[config.mk]
export PLATFORM = sky130hd
export DESIGN_NAME = post_code_display
export DESIGN_NICKNAME = d
export VERILOG_FILES = /design/src/rtl/post_disp_pkg.sv /design/src/rtl/pd_capture.sv /design/src/rtl/pd_sequencer.sv /design/src/rtl/pd_seg_decode.sv /design/src/rtl/post_code_display.sv
export SDC_FILE = /design/constraint.sdc
export NUM_CORES = 1
export LEC_CHECK = 0
export CAP_MARGIN = 25
export CORE_ASPECT_RATIO = 1.2
export CORE_MARGIN = 8
export CORE_UTILIZATION = 53
export DETAILED_ROUTE_END_ITERATION = 8
export PLACE_DENSITY_LB_ADDON = 0.25
export SLEW_MARGIN = 20
export SYNTH_ARGS = -nofsm -noshare
export SYNTH_HDL_FRONTEND = slang
export SYNTH_HIERARCHICAL = 1
export SYNTH_SLANG_ARGS = --single-unit
[constraint.sdc]
create_clock -name clk_i -period 7.4 [get_ports clk_i]
set_input_delay 2.22 -clock clk_i [delete_from_list [all_inputs] [get_ports clk_i]]
set_output_delay 2.22 -clock clk_i [all_outputs]
set_load 0.05 [all_outputs]
[src/rtl/post_disp_pkg.sv]
package post_disp_pkg;
  typedef enum logic [1:0] {PH_IDLE, PH_CODE, PH_HI, PH_LO} phase_e;

  localparam logic [7:0] MAP_CODE_A = 8'h2C;
  localparam logic [7:0] MAP_CODE_D = 8'h2E;
  localparam logic [7:0] MAP_CODE_H = 8'h30;

  function automatic logic is_map_code(input logic [7:0] code);
    return (code == MAP_CODE_A) || (code == MAP_CODE_D) || (code == MAP_CODE_H);
  endfunction
endpackage

[src/rtl/pd_capture.sv]
module pd_capture #(
  parameter int unsigned ADDR_W = 16,
  parameter logic [ADDR_W-1:0] PORT_ADDR = 'h80
) (
  input  logic              clk_i,
  input  logic              rst_ni,
  input  logic              wr_en_i,
  input  logic [ADDR_W-1:0] wr_addr_i,
  input  logic [7:0]        wr_data_i,
  input  logic              err_load_i,
  input  logic [7:0]        err_code_i,
  input  logic              lock_i,
  output logic [7:0]        chk_o
);
  import post_disp_pkg::*;

  logic hit, err_static;
  logic [7:0] chk_q;

  assign hit        = wr_en_i && (wr_addr_i == PORT_ADDR);
  assign err_static = err_load_i && !is_map_code(err_code_i);

  always_ff @(posedge clk_i or negedge rst_ni) begin
    if (!rst_ni)            chk_q <= '0;
    else if (!lock_i) begin
      if (err_static)       chk_q <= err_code_i;  // error report wins
      else if (hit)         chk_q <= wr_data_i;
    end
  end

  assign chk_o = chk_q;


  miss_hold_chk: assert property (@(posedge clk_i) disable iff (!rst_ni)
    (!hit && !err_load_i) |=> (chk_q == $past(chk_q)));

  err_over_write_chk: assert property (@(posedge clk_i) disable iff (!rst_ni)
    (!lock_i && err_static && hit) |=> (chk_q == $past(err_code_i)));
endmodule

[src/rtl/pd_sequencer.sv]
module pd_sequencer #(
  parameter int unsigned HOLD_TICKS = 3
) (
  input  logic        clk_i,
  input  logic        rst_ni,
  input  logic        err_load_i,
  input  logic [7:0]  err_code_i,
  input  logic [15:0] err_map_i,
  input  logic        tick_i,
  output logic        active_o,
  output logic [7:0]  byte_o
);
  import post_disp_pkg::*;

  localparam int unsigned CNT_W = (HOLD_TICKS > 1) ? $clog2(HOLD_TICKS) : 1;
  localparam logic [CNT_W-1:0] CNT_LAST = CNT_W'(HOLD_TICKS - 1);

  phase_e          phase_q, phase_nx;
  logic [CNT_W-1:0] cnt_q;
  logic [7:0]      code_q;
  logic [15:0]     map_q;
  logic            enter, active, wrap;

  assign active = (phase_q != PH_IDLE);
  assign enter  = err_load_i && is_map_code(err_code_i) && !active;
  assign wrap   = tick_i && (cnt_q == CNT_LAST);

  always_comb begin
    unique case (phase_q)
      PH_CODE: phase_nx = PH_HI;
      PH_HI:   phase_nx = PH_LO;
      PH_LO:   phase_nx = PH_CODE;
      default: phase_nx = PH_IDLE;
    endcase
  end

  always_ff @(posedge clk_i or negedge rst_ni) begin
    if (!rst_ni) begin
      phase_q <= PH_IDLE;
      cnt_q   <= '0;
      code_q  <= '0;
      map_q   <= '0;
    end else if (enter) begin
      phase_q <= PH_CODE;
      cnt_q   <= '0;
      code_q  <= err_code_i;
      map_q   <= err_map_i;
    end else if (active && tick_i) begin
      if (wrap) begin
        phase_q <= phase_nx;
        cnt_q   <= '0;
      end else begin
        cnt_q   <= cnt_q + 1'b1;
      end
    end
  end

  always_comb begin
    unique case (phase_q)
      PH_HI:   byte_o = map_q[15:8];
      PH_LO:   byte_o = map_q[7:0];
      default: byte_o = code_q;
    endcase
  end

  assign active_o = active;


  cnt_range_chk: assert property (@(posedge clk_i) disable iff (!rst_ni)
    cnt_q <= CNT_LAST);

  no_tick_hold_chk: assert property (@(posedge clk_i) disable iff (!rst_ni)
    (active && !tick_i) |=> (phase_q == $past(phase_q)));

  loop_sticky_chk: assert property (@(posedge clk_i) disable iff (!rst_ni)
    active |=> active);

  loop_order_chk: assert property (@(posedge clk_i) disable iff (!rst_ni)
    (phase_q == PH_HI) |=> (phase_q == PH_HI || phase_q == PH_LO));

  loop_entry_chk: assert property (@(posedge clk_i) disable iff (!rst_ni)
    enter |=> (phase_q == PH_CODE && cnt_q == '0));
endmodule

[src/rtl/pd_seg_decode.sv]
module pd_seg_decode (
  input  logic [3:0] nib_i,
  output logic [6:0] seg_o
);
  always_comb begin
    unique case (nib_i)
      4'h0: seg_o = 7'h3F;
      4'h1: seg_o = 7'h06;
      4'h2: seg_o = 7'h5B;
      4'h3: seg_o = 7'h4F;
      4'h4: seg_o = 7'h66;
      4'h5: seg_o = 7'h6D;
      4'h6: seg_o = 7'h7D;
      4'h7: seg_o = 7'h07;
      4'h8: seg_o = 7'h7F;
      4'h9: seg_o = 7'h6F;
      4'hA: seg_o = 7'h77;
      4'hB: seg_o = 7'h7C;
      4'hC: seg_o = 7'h39;
      4'hD: seg_o = 7'h5E;
      4'hE: seg_o = 7'h79;
      default: seg_o = 7'h71;
    endcase
  end
endmodule

[src/rtl/post_code_display.sv]
module post_code_display #(
  parameter int unsigned ADDR_W     = 16,
  parameter logic [ADDR_W-1:0] PORT_ADDR = 'h80,
  parameter int unsigned HOLD_TICKS = 3,
  parameter int unsigned DIGITS     = 2
) (
  input  logic              clk_i,
  input  logic              rst_ni,
  input  logic              wr_en_i,
  input  logic [ADDR_W-1:0] wr_addr_i,
  input  logic [7:0]        wr_data_i,
  input  logic              err_load_i,
  input  logic [7:0]        err_code_i,
  input  logic [15:0]       err_map_i,
  input  logic              tick_i,
  output logic [6:0]        seg_hi_o,
  output logic [6:0]        seg_lo_o
);
  logic [7:0] chk, seq_byte, shown;
  logic       in_seq;
  logic [6:0] seg [DIGITS];

  pd_capture #(.ADDR_W(ADDR_W), .PORT_ADDR(PORT_ADDR)) u_capture (
    .clk_i, .rst_ni, .wr_en_i, .wr_addr_i, .wr_data_i,
    .err_load_i, .err_code_i, .lock_i(in_seq), .chk_o(chk)
  );

  pd_sequencer #(.HOLD_TICKS(HOLD_TICKS)) u_seq (
    .clk_i, .rst_ni, .err_load_i, .err_code_i, .err_map_i, .tick_i,
    .active_o(in_seq), .byte_o(seq_byte)
  );

  assign shown = in_seq ? seq_byte : chk;

  for (genvar d = 0; d < DIGITS; d++) begin : g_digit
    pd_seg_decode u_dec (.nib_i(shown[4*d +: 4]), .seg_o(seg[d]));
  end

  assign seg_lo_o = seg[0];
  assign seg_hi_o = seg[DIGITS-1];


  port_latch_chk: assert property (@(posedge clk_i) disable iff (!rst_ni)
    (wr_en_i && wr_addr_i == PORT_ADDR && !err_load_i && !in_seq) |=> (shown == $past(wr_data_i)));

  follow_tick_chk: assert property (@(posedge clk_i) disable iff (!rst_ni)
    (!in_seq && !wr_en_i && !err_load_i) |=> $stable(shown));
endmodule

; ---- Word-level counts from Yosys, hierarchy flattened
; Memory sizes are Yosys's and may differ from the RTL's.
; Index checks and enable logic that the tools add are counted.
[totals]
input_bits = 53
ramBits = 0
ff_bits = 36
romBits = 224
out_inout_bits = 14
mem_count = 2
latchBits = 0
[op_classes]
magnitude_cmp = 0
div_mod_pow = 0
mul = 0
n_reduce_logical = 16
n_bitwise = 1
n_addsub = 1
n_eq_ne = 8
muxes = 11
n_shift = 0
[memory_table]
columns = name, words, width, rd, rd_ports_with_merged_regs, wr, line_no
row1 = (no name shown), 16, 7, 1, 0, 0, pd_seg_decode.sv:6  ; unique case (nib_i)
row2 = (no name shown), 16, 7, 1, 0, 0, pd_seg_decode.sv:6
[ops]
columns = op, n
row1 = 8-bit by 6-bit equality test with 1-bit output (second input constant), 3
row2 = 8-bit 2-to-1 mux, 3
row3 = 16-bit by 8-bit equality test with 1-bit output (second input constant), 1
row4 = 8-bit case mux with 2 select lines, 1
row5 = 2-bit 2-to-1 mux, 6
row6 = 2-bit nonzero test, 4
row7 = 2-bit equality test (second input constant), 3
row8 = 1-bit logical AND, 6
row9 = 2-bit case mux with 3 select lines, 1
row10 = 2-bit AND reduction, 2
row11 = 2-bit by 1-bit adder with 2-bit output (second input constant), 1
row12 = 2-bit by 1-bit equality test with 1-bit output (second input constant), 1
row13 = 1-bit zero test, 2
row14 = 1-bit logical OR, 2
row15 = 1-bit NOT, 1

; ---- Logic depth before layout (Yosys ltp)
[logic_depth]
depth_word = 7
depth_mapped = 11
mapped_depth_nobuf = 10

; ---- Modules after synthesis
; Netlist, hierarchy kept.
[modules_own_cells]
columns = mod, cells_each, area_each_um2, seq_area_each_um2, instances
row1 = pd_sequencer, 109, 1365.1, 700.7, 1
row2 = pd_seg_decode, 33, 287.8, 0.0, 2
row3 = pd_capture, 39, 488.0, 200.2, 1
row4 = post_code_display, 9, 131.4, 0.0, 1

; ---- Worst setup path before layout
; No wires, ideal clock.
[synth_path]
kind = register to output
from = register u_seq.phase_q[1]
to = output seg_hi_o[5]
setup_slack_ps = 2433
n_path_buf = 1
stages_incl_launch_ff = 11
arrival_ps = 2747
cell_sequence = dfrtp_1 ha_1 clkbuf_1 nor2_1 nand2_1 nand2_1 mux2_4 inv_1 ha_1 mux2_2 a21oi_1
[synth_via]
elab_chain_len = 4
word_cells_on_any_way = 6
[synth_lines]
columns = element, line_no
row1 = "start, declared", pd_sequencer.sv:18  ; phase_e phase_q, phase_nx;
row2 = "start signal, assigned", pd_sequencer.sv:50  ; phase_q <= phase_nx;
row3 = 2-bit equality test, pd_sequencer.sv:59  ; unique case (phase_q)
row4 = 8-bit case mux with 2 select lines (*), pd_sequencer.sv:59
row5 = via seq_byte[5], post_code_display.sv:19  ; logic [7:0] chk, seq_byte, shown;
row6 = 8-bit 2-to-1 mux (*), post_code_display.sv:33  ; assign shown = in_seq ? seq_byte : chk;
row7 = via shown[5], post_code_display.sv:19
row8 = memory 16 x 7 bit (*), n/a
row9 = "end, declared", post_code_display.sv:16  ; output logic [6:0] seg_hi_o,
; The timed path passes the listed nets; every way through them passes the cells marked *.

; ---- Final worst setup path
[layout_path]
from = register u_seq.phase_q[1]
to = output seg_hi_o[3]
[layout_via]
word_cells_on_any_way = 6
[layout_rtl]
columns = element, line_no
row1 = 2-bit nonzero test, pd_sequencer.sv:24  ; assign active = (phase_q != PH_IDLE);
row2 = via in_seq, post_code_display.sv:20  ; logic in_seq;
row3 = 8-bit 2-to-1 mux, post_code_display.sv:33
row4 = via shown[5], post_code_display.sv:19
row5 = memory 16 x 7 bit, n/a
; The timed path passes the listed nets, and every way through them passes these cells.

==> impl_metrics.env <==
export IMPL_status="finished, final reports clean"
export IMPL_cts_sinks=36
export IMPL_startpoint="u_seq/phase_q[1]"
export IMPL_tns_ns=0
export IMPL_cts_buffers=5
export IMPL_synth_top_area_cell="dfrtp_1"
export IMPL_endpoint="seg_hi_o[3]"
export IMPL_dpl_hpwl_mm=4.49
export IMPL_htreeDepth=2
export IMPL_drive_gt1_share_pct=18.1
export IMPL_synth_avg_cell_area_um2=11.5
export IMPL_hold_viol=0
export IMPL_cts_tree="yes"
export IMPL_max_slew_margin_pct=48.4
export IMPL_cp_top_family="buffers and inverters"
export IMPL_syn_to_final_growth_pct=29.8
export IMPL_r2r_slack_ns=4.86
export IMPL_critPathLaunchType="flip-flop"
export IMPL_wirelength_mm=5.88
export IMPL_grt_pass1_wl_mm=9.58
export IMPL_cap_violations=0
export IMPL_fp_row_count=27
export IMPL_drv_slew=0
export IMPL_cp_required_ns=5.18
export IMPL_num_vias=1929
export IMPL_rsz0062_at_grt="false"
export IMPL_ys_seq_area_share_pct=35.2
export IMPL_synthesis_area_mm2=0.00256
export IMPL_crit_slowest_cell="clkdlybuf4s50_1"
export IMPL_post_route_min_period_ns=5.73
export IMPL_clk_latency_ns=0.30
export IMPL_grt_max_degree=37
export IMPL_cpPeakStageDelay_ns=0.71
export IMPL_n_antenna_cell=0
export IMPL_ant_nets=0
export IMPL_overflow=0
export IMPL_syn_nets=293
export IMPL_arrival_ns=3.51
export IMPL_period_share_pct=77.4
export IMPL_io_pins=67
export IMPL_yosys_most_used_dff="dfrtp_1"
export IMPL_cp_cell_sequence="inv_1 > ha_1 > inv_1 > mux2_4 > inv_1 > ha_1 > inv_1 > mux4_1 > clkdlybuf4s50_1"
export IMPL_drt_pre_antenna_iters=5
export IMPL_yosysWarnings=6
export IMPL_synthTopCellsByArea="dfrtp_1 35%, mux2_4 9.4%, ha_1 8.3%"
export IMPL_cp_common_cell="inv_1"
export IMPL_die_w_um=79.4
export IMPL_synthArstFlopShare_pct=100
export IMPL_crit_path_end_kind="primary output"
export IMPL_layout_commonest_cell="clkdlybuf4s50_1"
export IMPL_cts_setup_buffers=0
export IMPL_start_util_pct=55.3
export IMPL_hold_buffers=0
export IMPL_root_buffer="clkbuf_8"
export IMPL_synth_edf_count=0
export IMPL_r2r_start="u_seq/phase_q[1]"
export IMPL_hold_path_class="flip-flop to flip-flop"
export IMPL_syn_inst=223
export IMPL_core_area_mm2=0.00463
export IMPL_drtIter0Drc=65
export IMPL_die_h_um=92.1
export IMPL_path_class="flip-flop to primary output"
export IMPL_layout_common_cells="66 x clkdlybuf4s50_1, 36 x dfrtp_1, 20 x nand2_1"
export IMPL_die_area_mm2=0.00732
export IMPL_numPortBuffers=66
export IMPL_layout_nets=357
export IMPL_worst_r2r_cell_count=7
export IMPL_grt_pass1_vias=2015
export IMPL_finalInstanceArea_mm2=0.00332
export IMPL_setup_viol=0
export IMPL_grtUsageTotal_pct=16.2
export IMPL_synth_seq_cells=36
export IMPL_crit_buf_inv=5
export IMPL_ys_types=46
export IMPL_path_depth=9
export IMPL_viasPerCell=5.58
export IMPL_synth_top_area_share_pct=35.2
export IMPL_antenna_found_initial=0
export IMPL_finalWeightedCongestion=0.776
export IMPL_avgRoutedWirePerCell_um=17.0
export IMPL_fmax_ghz=0.175
export IMPL_drc_errors=0
export IMPL_tightest_slew_ns=0.774
export IMPL_timing_rr_end="u_capture/chk_o[3]"
export IMPL_skew_ns=0.00575
export IMPL_clkTransAtPathRegs_ns=0.07
export IMPL_dpl_cell_area_mm2=0.00321
export IMPL_ctsResizeCount=0
export IMPL_cts_buffer_depth=2
export IMPL_cp_max_fo=11
[layer usage]
layer  share of wire [%]  track usage (%)  vias to the layer above  wire [um]
met3                 4.6             4.00                       11        269
met2                  49             26.8                       51       2890
li1                    -                -                      948          -
met5                   0                0                        -          0
met1                  44             19.8                      919       2610
met4                 1.8             5.73                        0        107
[layout make-up]
class / instances / area, um^2
inverter: 17 / 63.8
tap: 58 / 72.6
sequential: 36 / 901
multi-input combinational: 160 / 1510
fill: 366 / 1310
clock buffer: 5 / 68.8
timing repair buffer: 67 / 668
clock inverter: 3 / 42.5
[cells by family after synthesis]
| group | after synthesis | synth area share (%) |
|---|---|---|
| compound gates | 40 | 13.4 |
| fa+ha+maj | 17 | 8.31 |
| buf+inv | 27 | 6.01 |
| flops | 36 | 35.2 |
| mux | 40 | 20.9 |
| simple gates | 63 | 16.2 |
[cells in the mapped netlist, types with 2 or more instances]
library cell,n
a22oi_1,8
nor4b_4,2
mux4_1,2
mux2i_1,5
nor2_1,3
nand2b_1,4
buf_2,2
a31o_1,2
ha_1,17
nand2_1,20
nor4b_1,2
a21oi_1,8
inv_1,17
and2_1,3
nand3b_1,9
or2b_1,2
o31a_2,2
o221a_1,8
buf_6,4
mux2_4,16
o32a_1,2
dfrtp_1,36
o21ai_0,2
clkbuf_1,2
mux2_2,17
nor3_1,4
nor4_1,2
nor2b_1,4
[stage by stage]
stage               instances  worst slack, ns  hold slack (ns)  utilization, %
CTS                       346             1.68            0.477            71.8
detailed placement        338             2.05            0.456            69.4
floorplan                 223             2.43            0.435               -
finish                    346             1.67            0.483            71.8
global placement          338             2.11            0.454            69.4
global route              346             1.48            0.511            71.8
[worst min-delay path by stage]
stage                    start         endpoint  slack [ns]  cells past startpoint
2_1_floorplan  u_seq/code_q[5]  u_seq/code_q[5]        0.43                      1
3_3_place_gp   u_seq/code_q[5]  u_seq/code_q[5]        0.45                      1
3_5_place_dp   u_seq/code_q[5]  u_seq/code_q[5]        0.46                      1
4_1_cts        u_seq/code_q[5]  u_seq/code_q[5]        0.48                      1
5_1_grt        u_seq/code_q[5]  u_seq/code_q[5]        0.51                      1
6_report       u_seq/code_q[5]  u_seq/code_q[5]        0.48                      1
[state kept, by name (all words and copies together) (netlist names)]
name / count
u_capture/chk_o: 8
u_seq/phase_q: 2
u_seq/cnt_q: 2
u_seq/code_q: 8
u_seq/map_q: 16
[worst register-to-register path: cells and delay by family (launching register included)]
family / cells / cell delay, ns
flops: 1 / 0.42
compound gates: 2 / 0.91
buf+inv: 2 / 0.39
simple gates: 2 / 0.48
fa+ha+maj: 1 / 0.26
Power is not shown: default switching activity piles up to over one toggle a cycle in this logic, so the estimate is an artifact.
